--- src/rtl/cfi_pkg.sv ---
package cfi_pkg;

    localparam int WORD_W = 32;

    typedef enum logic [1:0] {
        FR_SHORT = 2'd0,
        FR_EXACT = 2'd1,
        FR_LONG  = 2'd2
    } frame_kind_e;

    typedef struct packed {
        frame_kind_e         kind;
        logic [WORD_W-1:0]   word;
    } cmd_t;

    localparam logic [WORD_W-1:0] NOP_WORD = '0;

    function automatic frame_kind_e classify(int unsigned n);
        if (n < WORD_W)       return FR_SHORT;
        else if (n == WORD_W) return FR_EXACT;
        else                  return FR_LONG;
    endfunction

endpackage

--- src/rtl/cfi_sync.sv ---
module cfi_sync #(
    parameter int N      = 3,
    parameter int STAGES = 2
) (
    input  logic         clk,
    input  logic         rst,
    input  logic [N-1:0] d,
    input  logic [N-1:0] rst_val,
    output logic [N-1:0] q
);
    for (genvar b = 0; b < N; b++) begin : g_bit
        logic [STAGES-1:0] chain;
        always_ff @(posedge clk) begin
            if (rst) chain <= {STAGES{rst_val[b]}};
            else     chain <= {chain[STAGES-2:0], d[b]};
        end
        assign q[b] = chain[STAGES-1];
    end
endmodule

--- src/rtl/cfi_edge.sv ---
module cfi_edge #(
    parameter int N = 2
) (
    input  logic         clk,
    input  logic         rst,
    input  logic [N-1:0] level,
    input  logic [N-1:0] rst_val,
    output logic [N-1:0] rise,
    output logic [N-1:0] fall
);
    logic [N-1:0] prev;

    always_ff @(posedge clk) begin
        if (rst) prev <= rst_val;
        else     prev <= level;
    end

    for (genvar b = 0; b < N; b++) begin : g_edge
        assign rise[b] =  level[b] & ~prev[b];
        assign fall[b] = ~level[b] &  prev[b];
    end
endmodule

--- src/rtl/cfi_shifter.sv ---
module cfi_shifter
    import cfi_pkg::*;
#(
    parameter int W     = WORD_W,
    parameter int CNT_W = $clog2(2 * W)
) (
    input  logic             clk,
    input  logic             rst,
    input  logic             frame_start,
    input  logic             active,
    input  logic             cap_edge,
    input  logic             launch_edge,
    input  logic             sdi_s,
    input  logic [W-1:0]     load_word,
    output logic             out_bit,
    output logic [W-1:0]     in_word,
    output logic [CNT_W-1:0] count
);
    localparam logic [CNT_W-1:0] CNT_MAX = {CNT_W{1'b1}};

    logic [W-1:0] osr;

    always_ff @(posedge clk) begin
        if (rst) begin
            osr     <= '0;
            in_word <= '0;
            count   <= '0;
        end else if (frame_start) begin
            osr     <= load_word;
            in_word <= '0;
            count   <= '0;
        end else if (active) begin
            if (launch_edge)
                osr <= {osr[W-2:0], 1'b0};
            if (cap_edge) begin
                in_word <= {in_word[W-2:0], sdi_s};
                if (count != CNT_MAX)
                    count <= count + 1'b1;
            end
        end
    end

    assign out_bit = osr[W-1];

    a_r7_count_sat: assert property (@(posedge clk) disable iff (rst)
        ($past(count) == CNT_MAX && !$past(frame_start) && !$past(rst)) |-> count == CNT_MAX);

    a_r2_count_clear: assert property (@(posedge clk) disable iff (rst)
        frame_start |=> count == '0);

    a_r4_cap_moves: assert property (@(posedge clk) disable iff (rst)
        (active && cap_edge && !frame_start) |=> in_word[0] == $past(sdi_s));
endmodule

--- src/rtl/cfi_conv_timer.sv ---
module cfi_conv_timer #(
    parameter int CONV_CYCLES = 100,
    parameter int CW          = $clog2(CONV_CYCLES + 1)
) (
    input  logic clk,
    input  logic rst,
    input  logic start,
    output logic busy,
    output logic done
);
    logic [CW-1:0] remain;

    always_ff @(posedge clk) begin
        if (rst) begin
            busy   <= 1'b0;
            remain <= '0;
        end else if (start) begin
            busy   <= 1'b1;
            remain <= CW'(CONV_CYCLES - 1);
        end else if (busy) begin
            if (remain == '0) busy <= 1'b0;
            else              remain <= remain - 1'b1;
        end
    end

    assign done = busy && (remain == '0) && !start;

    a_r8_start_busy: assert property (@(posedge clk) disable iff (rst)
        start |=> busy);

    a_r8_done_ends: assert property (@(posedge clk) disable iff (rst)
        (done && !start) |=> !busy || $past(start));
endmodule

--- src/rtl/cfi_frame_if.sv ---
module cfi_frame_if
    import cfi_pkg::*;
#(
    parameter int SYNC_STAGES = 2,
    parameter int CONV_CYCLES = 100
) (
    input  logic              clk,
    input  logic              rst,
    input  logic              cs_n,
    input  logic              sclk,
    input  logic              sdi,
    input  logic [WORD_W-1:0] result_word,
    output logic              sdo,
    output logic              sdo_oe,
    output logic              ready,
    output logic              cmd_valid,
    output logic [WORD_W-1:0] cmd_word,
    output logic [1:0]        cmd_kind
);
    localparam int CNT_W = $clog2(2 * WORD_W);

    logic [2:0] lvl;
    logic [1:0] rise, fall;
    logic cs_s, sclk_s, sdi_s;

    cfi_sync #(.N(3), .STAGES(SYNC_STAGES)) u_sync (
        .clk(clk), .rst(rst),
        .d({sdi, sclk, cs_n}), .rst_val(3'b001), .q(lvl)
    );
    assign cs_s   = lvl[0];
    assign sclk_s = lvl[1];
    assign sdi_s  = lvl[2];

    cfi_edge #(.N(2)) u_edge (
        .clk(clk), .rst(rst),
        .level({sclk_s, cs_s}), .rst_val(2'b01),
        .rise(rise), .fall(fall)
    );

    logic in_frame, ready_q;
    logic frame_start, frame_end;
    logic out_bit;
    logic [WORD_W-1:0] in_word;
    logic [CNT_W-1:0]  count;
    logic conv_busy, conv_done;
    cmd_t cmd_q;

    assign frame_start = fall[0] && ready_q && !in_frame;
    assign frame_end   = rise[0] && in_frame;

    cfi_shifter #(.W(WORD_W), .CNT_W(CNT_W)) u_shift (
        .clk(clk), .rst(rst),
        .frame_start(frame_start), .active(in_frame),
        .cap_edge(rise[1]), .launch_edge(fall[1]),
        .sdi_s(sdi_s), .load_word(result_word),
        .out_bit(out_bit), .in_word(in_word), .count(count)
    );

    cfi_conv_timer #(.CONV_CYCLES(CONV_CYCLES)) u_timer (
        .clk(clk), .rst(rst), .start(frame_end),
        .busy(conv_busy), .done(conv_done)
    );

    always_ff @(posedge clk) begin
        if (rst) begin
            in_frame  <= 1'b0;
            ready_q   <= 1'b1;
            cmd_valid <= 1'b0;
            cmd_q     <= '{kind: FR_SHORT, word: NOP_WORD};
        end else begin
            cmd_valid <= 1'b0;
            if (frame_start) begin
                in_frame   <= 1'b1;
                ready_q    <= 1'b0;
                cmd_q.word <= NOP_WORD;
            end else if (frame_end) begin
                in_frame   <= 1'b0;
                cmd_valid  <= 1'b1;
                cmd_q.kind <= classify(int'(count));
                cmd_q.word <= (classify(int'(count)) == FR_SHORT) ? NOP_WORD : in_word;
            end else if (conv_done) begin
                ready_q <= 1'b1;
            end
        end
    end

    assign sdo       = in_frame ? out_bit : 1'b0;
    assign sdo_oe    = in_frame;
    assign ready     = ready_q;
    assign cmd_word  = cmd_q.word;
    assign cmd_kind  = cmd_q.kind;

    a_r10_one_pulse: assert property (@(posedge clk) disable iff (rst)
        cmd_valid |=> !cmd_valid);

    a_r6_short_nop: assert property (@(posedge clk) disable iff (rst)
        (cmd_valid && cmd_kind == FR_SHORT) |-> cmd_word == NOP_WORD);

    a_r8_oe_busy: assert property (@(posedge clk) disable iff (rst)
        sdo_oe |-> !ready);

    a_r9_open_idle: assert property (@(posedge clk) disable iff (rst)
        (!$past(rst) && $rose(sdo_oe)) |-> $past(ready));

    a_r8_ready_after_conv: assert property (@(posedge clk) disable iff (rst)
        (!$past(rst) && $rose(ready)) |-> !conv_busy && !in_frame);
endmodule

--- config.mk ---
export PLATFORM = sky130hd
export DESIGN_NAME = cfi_frame_if
export DESIGN_NICKNAME = d
export VERILOG_FILES = /design/src/rtl/cfi_pkg.sv /design/src/rtl/cfi_sync.sv /design/src/rtl/cfi_edge.sv /design/src/rtl/cfi_shifter.sv /design/src/rtl/cfi_conv_timer.sv /design/src/rtl/cfi_frame_if.sv
export SDC_FILE = /design/constraint.sdc
export NUM_CORES = 1
export LEC_CHECK = 0
export ABC_AREA = 0
export BUFFER_PORTS_ARGS = -buffer_cell sky130_fd_sc_hd__buf_2
export CORE_MARGIN = 1.5
export CORE_UTILIZATION = 60
export CTS_BUF_LIST = sky130_fd_sc_hd__clkbuf_4 sky130_fd_sc_hd__clkbuf_8 sky130_fd_sc_hd__clkbuf_16
export DETAILED_ROUTE_END_ITERATION = 10
export GPL_TIMING_DRIVEN = 0
export PLACE_DENSITY = 0.89
export SLEW_MARGIN = 15
export SYNTH_ARGS = -nofsm -noshare
export SYNTH_HDL_FRONTEND = slang
export SYNTH_SLANG_ARGS = --single-unit
--- constraint.sdc ---
create_clock -name clk -period 2.4 [get_ports clk]
set_input_delay 0.36 -clock clk [delete_from_list [all_inputs] [get_ports clk]]
set_output_delay 0.36 -clock clk [all_outputs]
set_load 0.05 [all_outputs]
After elaboration in Yosys (flattened, before gate mapping):

Cells that the tools add are included.

* output and inout bits: 38
* word-level logic and storage cells: 77
* bits of input ports: 37
* flip-flop bits (word level): 123

* reduce and logical (&&, ||, !) cells: 23
* add/sub/neg operators: 2
* muxes and demuxes: 22
* eq/ne operators: 4
* bitwise logic cells: 10
* magnitude comparators: 1

Operators with widths (number)
* two-way mux 32 bit: 4
* two-way mux 7 bit: 3
* AND reduction 2 bit: 6
* two-way mux 1 bit: 10
* two-way mux 2 bit: 5
* nonzero test 2 bit: 5
* zero test 7 bit: 1
* subtractor 7 x 1 -> 7 bit (second input constant): 1
* adder 6 x 1 -> 6 bit (second input constant): 1
* equality test 6 bit (second input constant): 1
* < comparator 6 bit (second input constant): 1
* inequality test 6 bit (second input constant): 1
* inverter 1 bit: 6
* logical AND 1 bit: 5
* AND 1 bit: 4
* OR reduction 2 bit: 2
* AND reduction 3 bit: 1
* zero test 1 bit: 2
* zero test 2 bit: 1
* inequality test 2 x 1 -> 1 bit (second input constant): 1
* inequality test 2 bit (second input constant): 1

Longest topological paths before layout:

* depth after elaboration: 8
* depth in mapped cells: 7
* depth with buffers taken out: 6

Cells and area by module:

From an unflattened synthesis, not the netlist that was laid out.

* cell total of the unflattened synthesis: 593
* area total of the unflattened synthesis: 5253.8 um2

By module, submodules not included
* cfi_shifter: seq. area each 1401.3 um2, cells each 357, times used 1, area an instance 3150.5 um2
* cfi_frame_if: seq. area each 740.7 um2, cells each 167, times used 1, area an instance 1347.5 um2
* cfi_conv_timer: seq. area each 160.2 um2, cells each 45, times used 1, area an instance 416.6 um2
* cfi_sync: seq. area each 120.1 um2, cells each 16, times used 1, area an instance 244.0 um2
* cfi_edge: seq. area each 40.0 um2, cells each 8, times used 1, area an instance 95.1 um2

Least setup slack after synthesis:

No wires, ideal clock.

* path kind: reg-to-reg
* start: register in_frame (netlist: sdo_oe)
* end: register u_shift.osr[10]
* stages on the path, launching flop included: 7
* setup slack: 0.542 ns
* required time: 2.309 ns
* arrival time: 1.767 ns
* clock period less this slack: 1.858 ns
* path buffers: 3
* setup time: 0.091 ns
* path through: dfxtp_1 -> buf_2 -> nand4bb_1 -> clkbuf_1 -> clkbuf_1 -> nand2_1 -> a311oi_1

* cells in the longest elaborated chain, start to end: 4
* elaborated cells between the ends (all ways): 6
* classes of those cells: 1 x mux; 5 x reduce/logical

Ends and longest elaborated chain
* from (decl): line cfi_frame_if.sv:40 `logic in_frame, ready_q;`
* from (signal assigned): line cfi_frame_if.sv:66 `in_frame <= 1'b0;`
* from (signal assigned): line cfi_frame_if.sv:73 `in_frame <= 1'b1;`
* from (signal assigned): line cfi_frame_if.sv:77 `in_frame <= 1'b0;`
* zero test 1 bit: line cfi_frame_if.sv:48 `assign frame_start = fall[0] && ready_q && !in_frame;`
* logical AND 1 bit: line cfi_frame_if.sv:48
* nonzero test 2 bit (no line)
* AND reduction 2 bit (no line)
* to (signal assigned): line cfi_shifter.sv:29 `osr <= load_word;`
* to (signal assigned): line cfi_shifter.sv:34 `osr <= {osr[W-2:0], 1'b0};`
* to (decl): line cfi_shifter.sv:21 `logic [W-1:0] osr;`

Parallel ways exist; a longest one is shown, timed or not.
A chain may end at the register's enable or synchronous reset.

Final worst setup path:

* start: register in_frame (netlist: sdo_oe)
* end: register u_shift.in_word[1]

* cells in the longest elaborated chain, start to end: 3
* elaborated cells between the ends (all ways): 4
* classes of those cells: 4 x reduce/logical

Ends and longest elaborated chain
* zero test 1 bit: line cfi_frame_if.sv:48
* logical AND 1 bit: line cfi_frame_if.sv:48
* OR reduction 2 bit (no line)
* to (signal assigned): line cfi_shifter.sv:36 `in_word <= {in_word[W-2:0], sdi_s};`
* to (decl): line cfi_shifter.sv:16 `output logic [W-1:0] in_word,`

Parallel ways exist; a longest one is shown, timed or not.

==> results_dict.tcl <==
set metrics [dict create \
    place_ws_ns 0.468 \
    postCtsResizedCells 0 \
    synth_top_area_cell "dfxtp_1" \
    antenna_found_initial 0 \
    cts_tree "yes" \
    status "finished, final reports clean" \
    num_vias 4534 \
    grt_max_degree 17 \
    finalNonFillerCells 790 \
    grt_util_met1 0.353 \
    synth.top_cell.area_share 0.521 \
    required_ns 2.77 \
    wl_per_cell_microns 15.0 \
    viasPerCell 5.74 \
    hold_path_class "input pin to flop" \
    ys_ff_latch 123 \
    cts_hold_buf 0 \
    setup_violations 0 \
    drt_wl_total_microns 11900 \
    start_util 0.615 \
    yosysSeqAreaShare 0.521 \
    drtIter0Drc 327 \
    clockPowerShare 0.534 \
    power.density_nw_per_um2 852 \
    critPathSlowestCell "clkbuf_1" \
    synth_area_per_cell_sq_um 8.11 \
    crit_arrival_ns 2.42 \
    gp_congestion 0.796 \
    use_met2 0.528 \
    r2r_cells 7 \
    grt_overflow 0 \
    io_pins 75 \
    grt.total_usage 0.300 \
    crit_buf_inv 4 \
    dp.cells 758 \
    start_kind "flop" \
    synth_flop_cell "dfxtp_1" \
    holdPathStages 2 \
    netlist_instances 583 \
    fin_setup_tns_ns 0 \
    diodes 0 \
    path_depth 7 \
    rsz0062_at_grt "no" \
    htreeDepth 4 \
    worstMarginPinSlew_ns 0.623 \
    fillers 510 \
    firstDrtPassIters 5 \
    drc 0 \
    vdd_drop_max_mv 0.616 \
    p_sw_uw 1100 \
    setup_slack_ns 0.354 \
    cp_top_family "buffers and inverters" \
    p_comb_frac 0.043 \
    intPower_uw 3880 \
    coreArea_sq_um 7690 \
    cts_buffers 17 \
    clock_latency_ns 0.52 \
    synthTopCellsByCount "nand2_1, dfxtp_1, a21oi_1, nor2_1, clkbuf_1" \
    power_switching_share 0.221 \
    final.period_utilization 0.853 \
    leakage_uw 0.00211 \
    clockRootBuffer "clkbuf_8" \
    syn_area_sq_um 4730 \
    grt-busiest-layer "met2" \
    synth_area_leaders "dfxtp_1, nand2_1, a21oi_1" \
    rows 32 \
    seqPwrFrac 0.423 \
    clock_sinks 123 \
    hold_viol 0 \
    cts_buffer_depth 2 \
    critPathKind "flop to flop" \
    ys_types 38 \
    end_kind "flop" \
    post-route-min-period_ns 2.05 \
    grt_pass1_wl_microns 20100 \
    finClkSkew_ns 0.00757 \
    path_common_cell "clkbuf_1" \
    slew_violations 0 \
    cts_setup_buffers 0 \
    synthToLayoutAreaGrowth_pct 23.6 \
    dp_hpwl_microns 7180 \
    yosys.cell_count.top_type "nand2_1" \
    path_cells "buf_2, nand4bb_1, clkbuf_1, nand2b_1, clkbuf_1, clkbuf_1, a21oi_1" \
    die_x_microns 91.8 \
    use_met3 0.0597 \
    clk_pin_slew_ns 0.06 \
    drive_above_1_share 0.174 \
    slew_headroom 0.583 \
    synth-edff-count 0 \
    ys_warn_count 0 \
    nets 716 \
    antenna_left 0 \
    max_freq_ghz 0.489 \
    crit_fanout 10 \
    portBuffers 73 \
    max_stage_delay_ns 0.47 \
    drv_cap 0 \
    die_y_microns 91.8 \
    syn-num-nets 624 \
    first_global_vias 4458 \
    async_flop_share 0 \
    die-area_sq_um 8420 \
]
==> registers in the layout, summed over array words and instances (netlist names), 2 cells and up <==
signal	cells
u_sync.g_bit.chain	6
u_shift.in_word	32
cmd_kind	2
u_edge.prev	2
u_shift.count	6
u_timer.remain	7
cmd_word	32
u_shift.osr	32
==> routing by layer <==
| layer | part of all wire | up-vias | wire length (microns) |
|---|---|---|---|
| li1 | - | 2178 | - |
| met1 | 0.41 | 2127 | 4850 |
| met2 | 0.51 | 201 | 6070 |
| met3 | 0.060 | 28 | 711 |
| met4 | 0.021 | 0 | 250 |
| met5 | 0 | - | 0 |
==> area by class of cell <==
type	instances	area [sq um]	share of cell area
buffer	47	185	0.0317
clock buffer	18	428	0.0732
clock inverter	14	194	0.0332
inverter	6	22.5	0.00385
multi-input combinational	407	2060	0.352
sequential	123	2460	0.421
tap	102	128	0.0218
timing repair buffer	73	365	0.0625
==> power by group through the flow <==
| stage | Sequential (uW) | Clock [uW] | Combinational [uW] |
|---|---|---|---|
| floorplan | 2150 | 0 | 134 |
| global placement | 2150 | 0 | 200 |
| detailed placement | 2150 | 0 | 207 |
| CTS | 2100 | 2660 | 212 |
| global route | 2110 | 2760 | 239 |
| finish | 2110 | 2660 | 214 |
==> worst reg2reg max path: stages, from the launching register on <==
cell,delay [ns]
dfxtp_1,0.32
buf_2,0.17
nand4bb_1,0.18
clkbuf_1,0.20
nand2b_1,0.12
clkbuf_1,0.33
clkbuf_1,0.48
a21oi_1,0.12
==> path summary, 6_finish.rpt <==
path	to	slack [ns]	start
worst max-delay path	u_shift.in_word[1]$_SDFFE_PP0P_	0.35	sdo_oe$_SDFFE_PP0P_
worst min-delay path	u_sync.g_bit[0].chain[0]$_SDFF_PP1_	0.04	cs_n
worst max register to register	u_shift.in_word[1]$_SDFFE_PP0P_	0.35	sdo_oe$_SDFFE_PP0P_
worst min register to register	u_sync.g_bit[0].chain[1]$_SDFF_PP1_	0.42	u_sync.g_bit[0].chain[0]$_SDFF_PP1_
==> per-stage QoR <==
stage,power [uW],instance area [sq um],hold WS (ns),utilization
after floorplan,2280,4730,0.389,-
after global placement,2350,5220,0.391,0.679
after detailed placement,2360,5220,0.407,0.679
after CTS,4980,5840,0.0300,0.760
after global routing,5110,5840,0.0390,0.760
final,4980,5840,0.0438,0.760
==> cell usage in the layout, fill, tap and decap left out, drive strengths merged, types with 4 or more instances in the layout <==
| master | instances |
|---|---|
| nand2 | 165 |
| buf | 80 |
| nor2b | 7 |
| a21oi | 72 |
| bufinv | 4 |
| nor2 | 41 |
| o21ai | 5 |
| ha | 4 |
| nand3 | 36 |
| a311oi | 33 |
| clkinvlp | 5 |
| inv | 8 |
| clkbuf | 58 |
| nor3 | 7 |
| dfxtp | 123 |
==> kinds of logic after synthesis <==
group / count (synthesis) / share of synthesized area
flip-flops: 123 / 0.521
XOR/XNOR: 6 / 0.0111
buffers and inverters: 53 / 0.0439
AO/OA/AOI/OAI: 120 / 0.160
adder cells (fa/ha/maj): 4 / 0.0106
multiplexers: 2 / 0.00450
AND/OR/NAND/NOR: 275 / 0.249
Power figures use the tool's default switching activity.
